===== src/rtl/mcd_pkg.sv =====
package mcd_pkg;

  parameter int CODE_W = 3;

  typedef enum logic {
    BASE_512 = 1'b0,
    BASE_384 = 1'b1
  } base_sel_e;

endpackage


===== src/rtl/mcd_code_sel.sv =====
module mcd_code_sel #(
  parameter int CODE_W = mcd_pkg::CODE_W,
  parameter int MAX_HI = 4,
  parameter int MAX_LO = 3
) (
  input  logic              base_sel,
  input  logic [CODE_W-1:0] code_in,
  output logic [CODE_W-1:0] code_eff
);
  import mcd_pkg::*;

  localparam logic [CODE_W-1:0] LIM_HI = CODE_W'(MAX_HI);
  localparam logic [CODE_W-1:0] LIM_LO = CODE_W'(MAX_LO);

  logic [CODE_W-1:0] limit;

  always_comb begin
    limit    = (base_sel_e'(base_sel) == BASE_384) ? LIM_LO : LIM_HI;
    code_eff = (code_in <= limit) ? code_in : '0;
  end

endmodule


===== src/rtl/mcd_phase_ctr.sv =====
module mcd_phase_ctr #(
  parameter int CODE_W = mcd_pkg::CODE_W,
  parameter int CNT_W  = 5
) (
  input  logic              clk,
  input  logic              rst,
  input  logic              run,
  input  logic              gate,
  input  logic [CODE_W-1:0] code_eff,
  output logic              mclk,
  output logic              mclk_rise,
  output logic              mclk_fall
);

  logic [CNT_W-1:0]  cnt;
  logic [CODE_W-1:0] act;
  logic              running;
  logic [CNT_W:0]    half;
  logic [CNT_W:0]    span;
  logic [CNT_W:0]    nxt;
  logic              last;

  always_comb begin
    half = (CNT_W+1)'(1) << act;
    span = half << 1;
    nxt  = {1'b0, cnt} + (CNT_W+1)'(1);
    last = ({1'b0, cnt} == span - (CNT_W+1)'(1));
  end

  always_ff @(posedge clk) begin
    if (rst) begin
      cnt       <= '0;
      act       <= '0;
      running   <= 1'b0;
      mclk      <= 1'b0;
      mclk_rise <= 1'b0;
      mclk_fall <= 1'b0;
    end else if (gate) begin
      mclk_rise <= 1'b0;
      mclk_fall <= 1'b0;
    end else if (!running || last) begin
      act       <= code_eff;
      cnt       <= '0;
      mclk_fall <= 1'b0;
      running   <= run;
      mclk      <= run;
      mclk_rise <= run;
    end else begin
      cnt       <= nxt[CNT_W-1:0];
      mclk      <= (nxt < half);
      mclk_rise <= 1'b0;
      mclk_fall <= (nxt == half);
    end
  end

endmodule


===== src/rtl/mcd_mclk_div.sv =====
module mcd_mclk_div #(
  parameter int CODE_W   = mcd_pkg::CODE_W,
  parameter int RATIO_HI = 512,
  parameter int RATIO_LO = 384,
  parameter int MIN_HI   = 32,
  parameter int MIN_LO   = 48
) (
  input  logic              clk,
  input  logic              rst,
  input  logic              base_sel,
  input  logic [CODE_W-1:0] mult_code,
  input  logic              run,
  input  logic              gate,
  output logic              mclk_rise,
  output logic              mclk_fall,
  output logic              mclk
);

  localparam int MAX_HI   = $clog2(RATIO_HI / MIN_HI);
  localparam int MAX_LO   = $clog2(RATIO_LO / MIN_LO);
  localparam int MAX_CODE = (MAX_HI > MAX_LO) ? MAX_HI : MAX_LO;
  localparam int CNT_W    = MAX_CODE + 1;

  logic [CODE_W-1:0] code_eff;

  mcd_code_sel #(
    .CODE_W (CODE_W),
    .MAX_HI (MAX_HI),
    .MAX_LO (MAX_LO)
  ) i_code_sel (
    .base_sel (base_sel),
    .code_in  (mult_code),
    .code_eff (code_eff)
  );

  mcd_phase_ctr #(
    .CODE_W (CODE_W),
    .CNT_W  (CNT_W)
  ) i_phase_ctr (
    .clk       (clk),
    .rst       (rst),
    .run       (run),
    .gate      (gate),
    .code_eff  (code_eff),
    .mclk      (mclk),
    .mclk_rise (mclk_rise),
    .mclk_fall (mclk_fall)
  );

endmodule


===== config.mk =====
export PLATFORM = sky130hd
export DESIGN_NAME = mcd_mclk_div
export DESIGN_NICKNAME = d
export VERILOG_FILES = /design/src/rtl/mcd_pkg.sv /design/src/rtl/mcd_code_sel.sv /design/src/rtl/mcd_phase_ctr.sv /design/src/rtl/mcd_mclk_div.sv
export SDC_FILE = /design/constraint.sdc
export NUM_CORES = 1
export LEC_CHECK = 0
export ABC_AREA = 1
export BUFFER_PORTS_ARGS = -buffer_cell sky130_fd_sc_hd__buf_2
export CAP_MARGIN = 20
export CORE_MARGIN = 3
export CORE_UTILIZATION = 42
export CTS_CLUSTER_SIZE = 12
export DETAILED_ROUTE_END_ITERATION = 16
export PLACE_DENSITY = 0.59
export SLEW_MARGIN = 15
export SYNTH_ARGS = -nofsm -noshare
export SYNTH_HDL_FRONTEND = slang
export SYNTH_SLANG_ARGS = --single-unit

===== constraint.sdc =====
create_clock -name clk -period 1.9 [get_ports clk]
set_input_delay 0.095 -clock clk [delete_from_list [all_inputs] [get_ports clk]]
set_output_delay 0.095 -clock clk [all_outputs]
set_load 0.05 [all_outputs]

# After elaboration in Yosys (flattened, before gate mapping)
# Cells that the tools add are included.
[totals] wordCells=24 output_inout_bits=3 reg_bits=12 in_bits=8
[classes] eq_ne=2 reduce_logical=5 n_lt_le_gt_ge=2 n_bitwise=2 n_addsub=2 n_shift=1 n_mux=4
[ops] op="$add A5 B1 Y6 const B" count=1
[ops] op="$eq A5 B6 Y1" count=1
[ops] op="$eq A6 B6 Y1" count=1
[ops] op="$lt A6 B6 Y1" count=1
[ops] op="$mux W3" count=2
[ops] op="$reduce_or A3 Y1" count=2
[ops] op="$shl A1 B3 Y6 const A" count=1
[ops] op="$sub A6 B1 Y6 const B" count=1
[ops] op="$mux W5" count=1
[ops] op="$le A3 B3 Y1" count=1
[ops] op="$not A1 Y1" count=2
[ops] op="$reduce_and A2 Y1" count=1
[ops] op="$logic_not A1 Y1" count=1
[ops] op="$logic_or A1 B1 Y1" count=1
[ops] op="$mux W1" count=1

# Logic depth before layout (Yosys ltp)
# Gate-level depths: netlist (run 1).
[depth] word_depth=6 depth_mapped=14 depth_no_buf=14

# Cells and area by module
# From an unflattened synthesis (run 1), not the netlist that was laid out.
[unflattened] cells_unflattened=130 area_unflattened_um2=904.6
[by_module_without_submodules] module="mcd_phase_ctr" area_per_inst_um2=808.3 seq_area_each_um2=240.2 instances=1 cells_each=115
[by_module_without_submodules] module="mcd_code_sel" area_per_inst_um2=96.3 seq_area_each_um2=0.0 instances=1 cells_each=15

# Worst setup path before layout (run 1)
# OpenSTA, ideal clock, no wires.
[synth_timing] path_type="reg2reg" startpoint="reg i_phase_ctr.cnt[0]" endpoint="reg i_phase_ctr.mclk" setup_time_ns=0.114 stages_incl_launch_ff=15 n_path_buf=0 t_arrival_ns=1.645 period_less_slack_ns=1.759 path_slack_ns=0.141 path_cell_list="dfxtp_1 > ha_1 > nand3_1 > xor2_1 > inv_1 > ha_1 > nand2_1 > nor2_1 > o21ai_0 > inv_1 > nor2_1 > nand4_1 > nand2_1 > nand2_1 > nand2_1"
[synth_via] elab_chain_cells=3 elab_cells_between_ends=5
[synth_rtl] item="start: declaration" line="mcd_phase_ctr.sv:15" text="logic [CNT_W-1:0] cnt;"
[synth_rtl] item="start signal: assignment" line="mcd_phase_ctr.sv:49" text="cnt <= nxt[CNT_W-1:0];"
[synth_rtl] item="$add A5 B1 Y6 or $eq A5 B6 Y1 (tied branches)" line="mcd_phase_ctr.sv:26, mcd_phase_ctr.sv:27"
[synth_rtl] item="$lt A6 B6 Y1 or $logic_or A1 B1 Y1 (tied branches)" line="mcd_phase_ctr.sv:50, mcd_phase_ctr.sv:41"
[synth_rtl] item="$mux W1 *" line="mcd_phase_ctr.sv:41" text="end else if (!running || last) begin"
[synth_rtl] item="end signal: assignment" line="mcd_phase_ctr.sv:46" text="mclk <= run;"
[synth_rtl] item="end signal: assignment" line="mcd_phase_ctr.sv:50" text="mclk <= (nxt < half);"
[synth_rtl] item="end: declaration" line="mcd_phase_ctr.sv:10" text="output logic mclk,"
# Every way passes the cells marked *; elsewhere a longest branch is shown, timed or not.
# A chain may end at the register's enable or synchronous reset.

# Final worst setup path (run 1)
[layout_timing] startpoint="reg i_phase_ctr.cnt[1]" endpoint="reg i_phase_ctr.mclk"
# The elaborated chain is that of the path after synthesis.

==> run summary, run 1 <==
Drt total wl -> 1.899 mm
Htree depth -> 1
Relative slew slack -> 0.7307
Crit path time final -> 1772 ps
First-pass GRT wire length -> 3.277 mm
Fin Hold WS -> 69.85 ps
Vias in the first global route -> 753
Flops & latches, synth -> 12
Initial Util -> 0.4527
Final worst-path cycle share -> 0.9326
Total congestion overflow -> 0
Number of synthesized flops with an enable pin -> 0
Largest net degree at the start of global routing -> 13
CP max FO -> 2
Post-synthesis compound-gate area fraction -> 0.09344
Port buffer count -> 10
Final core utilization -> 0.5549
Hold Buf Count CTS -> 0
Filler cells -> 187
1st-pass router iterations -> 4
Placer Congestion -> 0.8108
Vias -> 833
Synth warn -> 0
Slew Limit Fails -> 0
Slowest stage delay, CP -> 360 ps
Synth Area in Simple Gates -> 0.3891
Setup crit end kind -> flip-flop
Worst vdd ir -> 346.0 uV
# diodes -> 0
Standard-cell rows -> 16
DR vias/cell -> 5.079
Max clock buf depth -> 2
Number of antenna-violating nets in the routed design -> 0
Initial DRC Count -> 10
P_leak -> 0.5210 nW
Clock transition at the registers of the reported paths -> 80 ps
Worst Tran Pin Value -> 403.5 ps
Pwr dens -> 583.6 nW/um^2
Setup slack after layout -> 128.1 ps
DIE AREA -> 2726 um^2
Initial antenna violation count -> 0
Syn Inst Count -> 121
Post-synthesis sequential area ratio -> 0.2678
CP top delay family -> simple AND/OR/NAND/NOR gates
CP arrival -> 1960 ps
DRC violations left -> 0
DP HPWL -> 1.481 mm
CP Cell Sequence -> ha_4, nand3_2, xor2_1, inv_1, ha_4, nand2_2, nor2_2, o21ai_1, inv_1, nor2_1, nand4_1, nand2_1, nand2_1, nand2_1
CTS sink cnt -> 12
Die W -> 52.22 um
Placed Area -> 987.2 um^2
Highest Clock Rate -> 564.4 MHz
CP bufs+invs -> 2
Hold crit path type -> in -> reg
CTS tree -> done
Total Power -> 641.8 uW
GR Util All Layers -> 0.1631
Final nets -> 156
I/O Pins -> 11
Syn_area_per_cell -> 7.414 um^2
Layout Skew -> 2.269 ps
Final instance area -> 1100 um^2
Mapped Area -> 897.1 um^2
Maxcap violations -> 0
Core area -> 1982 um^2
Final setup vio count -> 0
Most frequent CP cell -> nand2_1
Post-Synth Adder-Cell Area -> 0.1395
WP data required -> 2080 ps
Final hold vios -> 0
Floorplan die height -> 52.22 um
Place WS -> 58.44 ps
Async S/R FF share, synth -> 0
Count of distinct cell types in the synthesized netlist -> 27
P&R area growth vs syn -> 22.59%
Worst setup SP type -> flip-flop
Share of post-route cells with drive strength above 1 -> 0.3212
TritonCTS buffer count -> 3
CTS Root Cell -> clkbuf_4
Mux contribution to synthesized area -> 0
Crit-path slowest cell -> dfxtp_4
Status -> complete, no violations
Setup TNS -> 0 ps
RSZ-0062 raised after global routing -> no
Combinational family with the most area after synthesis -> simple AND/OR/NAND/NOR gates
Non-filler instance count after layout -> 164
Avg WL per Cell -> 11.58 um
Crit path kind -> reg -> reg
Worst skew pair latency -> 280 ps
XOR/XNOR Fraction of Synth Area -> 0.02929
Inst Count DP -> 158
Post-synth top flop -> dfxtp_1
Syn_nets -> 139
[cell usage after synthesis, types with 2 or more instances]
cell     number  area share
nand2_1      17       0.071
dfxtp_1      12        0.27
nor2_1        9       0.038
inv_1        16       0.067
nand2_4       2       0.025
ha_1         10        0.14
nand3_1      11       0.061
xor2_1        3       0.029
o21ai_0       2       0.011
nor2_2        3       0.021
nand2_2       5       0.035
o21ai_1       2       0.011
a21oi_1       8       0.045
nand4_1       8       0.056
[worst paths after layout]
kind	slack, ps	to	startpoint	cells after the start
max	130	i_phase_ctr.mclk$_SDFFE_PP0N_	i_phase_ctr.cnt[1]$_SDFFE_PP0N_	14
min	70	i_phase_ctr.act[1]$_SDFFE_PP0P_	rst	2
max reg2reg	130	i_phase_ctr.mclk$_SDFFE_PP0N_	i_phase_ctr.cnt[1]$_SDFFE_PP0N_	14
min reg2reg	530	i_phase_ctr.cnt[2]$_SDFFE_PP0N_	i_phase_ctr.cnt[2]$_SDFFE_PP0N_	2
[final cells by class]
cell class | count | area (um^2) | area share
multi-input combinational | 90 | 631.9 | 0.5745
sequential | 12 | 246.5 | 0.2241
inverter | 17 | 63.81 | 0.05802
timing repair buffer | 14 | 87.58 | 0.07964
clock buffer | 4 | 36.28 | 0.03299
tap | 27 | 33.78 | 0.03072
[worst reg2reg max path, stage by stage, from the launching register on]
cell,delay [ps]
dfxtp_4,360
ha_4,160
nand3_2,70
xor2_1,150
inv_1,100
ha_4,270
nand2_2,50
nor2_2,110
o21ai_1,70
inv_1,60
nor2_1,40
nand4_1,70
nand2_1,60
nand2_1,50
nand2_1,40
[sequential cells by signal (all words and copies together), names as in the netlist]
register,flops
i_phase_ctr.cnt,5
i_phase_ctr.act,3
i_phase_ctr.mclk,1
i_phase_ctr.mclk_fall,1
i_phase_ctr.mclk_rise,1
i_phase_ctr.running,1
[layout by cell type (no fill, tap or decap), types with 2 or more instances in the layout]
master	instances
inv_1	16
nand2_1	16
nand3_1	10
buf_2	10
dfxtp_1	9
nand4_1	8
nor2_1	8
a21oi_1	8
ha_1	7
nand2_2	6
nor2_2	4
xor2_1	3
o21ai_1	3
ha_4	3
clkbuf_4	3
nand3_2	2
nand2_4	2
dfxtp_2	2
buf_6	2
buf_4	2
[what timing repair did]
item                       CTS  global route
setup endpoints to repair    0             1
buffers inserted             0             2
resized for setup            0            14
[kinds of logic after synthesis]
| kind of cell | count (synthesis) |
|---|---|
| AND/OR/NAND/NOR | 62 |
| XOR/XNOR | 3 |
| adder cells (fa/ha/maj) | 10 |
| AO/OA/AOI/OAI | 15 |
| flip-flops | 12 |
| buffers and inverters | 19 |
[report_power, final]
group	internal [mW]	switching (mW)
Clock	0.117	0.0916
Sequential	0.261	0.0131
Combinational	0.0596	0.0997
Total	0.437	0.204
[layer usage]
metal | track usage | wire length (um) | vias up
met5 | 0 | 0 | -
met4 | 0.1149 | 69 | 0
met3 | 0.01709 | 51 | 7
met2 | 0.2531 | 879 | 20
met1 | 0.2091 | 898 | 367
li1 | - | - | 439
Note: power is estimated with default switching activity, not from simulation.
==> inputs of run 2 (changes only) <==
CORE_MARGIN = 2   (was 3)
CTS_CLUSTER_SIZE = 14   (was 12)
==> run 2 against run 1 <==
  * Wire length down 1.1%
  * Clock power about the same
  * Global-route usage up 0.56 points
==> run summary, run 2 (synthesis gave the netlist of run 1 again) <==
Status -> complete, no violations
Standard-cell rows -> 16
Initial antenna violation count -> 0
Maxcap violations -> 0
Placed Area -> 987.2 um^2
DIE AREA -> 2522 um^2
Final instance area -> 1089 um^2
Max reg flops -> 5
Max clock buf depth -> 2
Slew Limit Fails -> 0
Final setup vio count -> 0
Port buffer count -> 10
Initial Util -> 0.4527
TritonCTS buffer count -> 3
Worst Tran Pin Value -> 411.0 ps
DP HPWL -> 1.447 mm
CP arrival -> 2010 ps
Layout Skew -> 9.727 ps
Worst vdd ir -> 309.2 uV
Pwr dens -> 593.6 nW/um^2
Regs by FF count -> i_phase_ctr.cnt (5), i_phase_ctr.act (3)
P_leak -> 0.5258 nW
WP data required -> 2090 ps
Setup crit start -> i_phase_ctr.cnt[0]$_SDFFE_PP0N_
First-pass GRT wire length -> 3.208 mm
Floorplan die height -> 50.22 um
Crit path time final -> 1825 ps
Highest Clock Rate -> 547.9 MHz
Total congestion overflow -> 0
Final core utilization -> 0.5492
Worst skew pair latency -> 280 ps
Register area -> 245.2 um^2
Final worst-path cycle share -> 0.9606
Relative slew slack -> 0.7257
Largest net degree at the start of global routing -> 13
Setup slack after layout -> 74.80 ps
Share of post-route cells with drive strength above 1 -> 0.3188
Setup TNS -> 0 ps
# diodes -> 0
Biggest register -> i_phase_ctr.cnt
Core area -> 1982 um^2
Die W -> 50.22 um
Htree depth -> 1
Final hold vios -> 0
Place WS -> 82.71 ps
Vias in the first global route -> 749
Placer Congestion -> 0.8720
Drt total wl -> 1.879 mm
I/O Pins -> 11
P&R area growth vs syn -> 21.34%
Setup crit end kind -> flip-flop
CTS Root Cell -> clkbuf_4
Clock transition at the registers of the reported paths -> 80 ps
1st-pass router iterations -> 4
Number of antenna-violating nets in the routed design -> 0
Final nets -> 157
Footprint of the multi-input gates -> 614.3 um^2
Worst-case reg-to-reg path depth -> 14
HP Start -> rst
CTS sink cnt -> 12
DR vias/cell -> 5.079
Avg WL per Cell -> 11.39 um
Filler cells -> 194
Vias -> 838
FF-to-FF Start -> i_phase_ctr.cnt[0]$_SDFFE_PP0N_
Crit path kind -> reg -> reg
CTS tree -> done
Hold Buf Count CTS -> 0
Commonest non-fill, non-tap cells in the layout -> inv_1 (16), nand2_1 (16), nand3_1 (11)
GR Util All Layers -> 0.1687
Worst setup SP type -> flip-flop
Initial DRC Count -> 29
Hold path cells -> 2
CP max FO -> 2
Hold crit path type -> in -> reg
DRC violations left -> 0
Fin Hold WS -> 65.89 ps
run 2: repair_timing:
action,in CTS,in global routing
setup buffers,0,3
hold endpoints to repair,0,0
setup endpoints to repair,0,1
resized for setup,0,12
run 2: metrics by stage:
stage	std cells	total power, mW
6_report	165	0.6462
5_1_grt	165	0.6897
4_1_cts	162	0.6421
3_5_place_dp	158	0.4320
3_3_place_gp	158	0.4292
2_1_floorplan	121	0.3929
run 2: final timing paths:
kind / end / slack, ps
hold reg to reg: i_phase_ctr.cnt[2]$_SDFFE_PP0N_ / 520
hold / removal: i_phase_ctr.cnt[2]$_SDFFE_PP0N_ / 70
setup / recovery: i_phase_ctr.mclk$_SDFFE_PP0N_ / 70
setup reg to reg: i_phase_ctr.mclk$_SDFFE_PP0N_ / 70
run 2: layout make-up:
| cell class | instances | area share |
|---|---|---|
| clock buffers | 4 | 0.03333 |
| inverters | 17 | 0.05862 |
| multi-input cells | 90 | 0.5644 |
| flip-flops and latches | 12 | 0.2253 |
| well taps | 27 | 0.03103 |
| repair buffers | 15 | 0.08736 |
run 2: where the power goes:
part | internal [mW] | switching (mW)
sequential | 0.262 | 0.0136
combinational | 0.0602 | 0.0996
clock | 0.117 | 0.0937
run 2: metal layers:
metal  global-route usage  share of wire  up-vias  wire (um)
met3              0.02679          0.045        3         85
met2               0.2544           0.49       22        925
met1               0.2245           0.45      371        840
met4               0.1019          0.014        0         27
li1                     -              -      442          -
met5                    0              0        -          0
run 2: worst max-delay path, stage by stage (launching register included):
cell and delay, ps:
dfxtp_2 350, ha_4 160, nand3_1 80, xor2_1 200
inv_1 90, ha_1 290, nand2_2 60, nor2_2 120
o21ai_1 70, inv_1 60, nor2_1 40, nand4_1 70
nand2_1 60, nand2_1 50, nand2_1 40
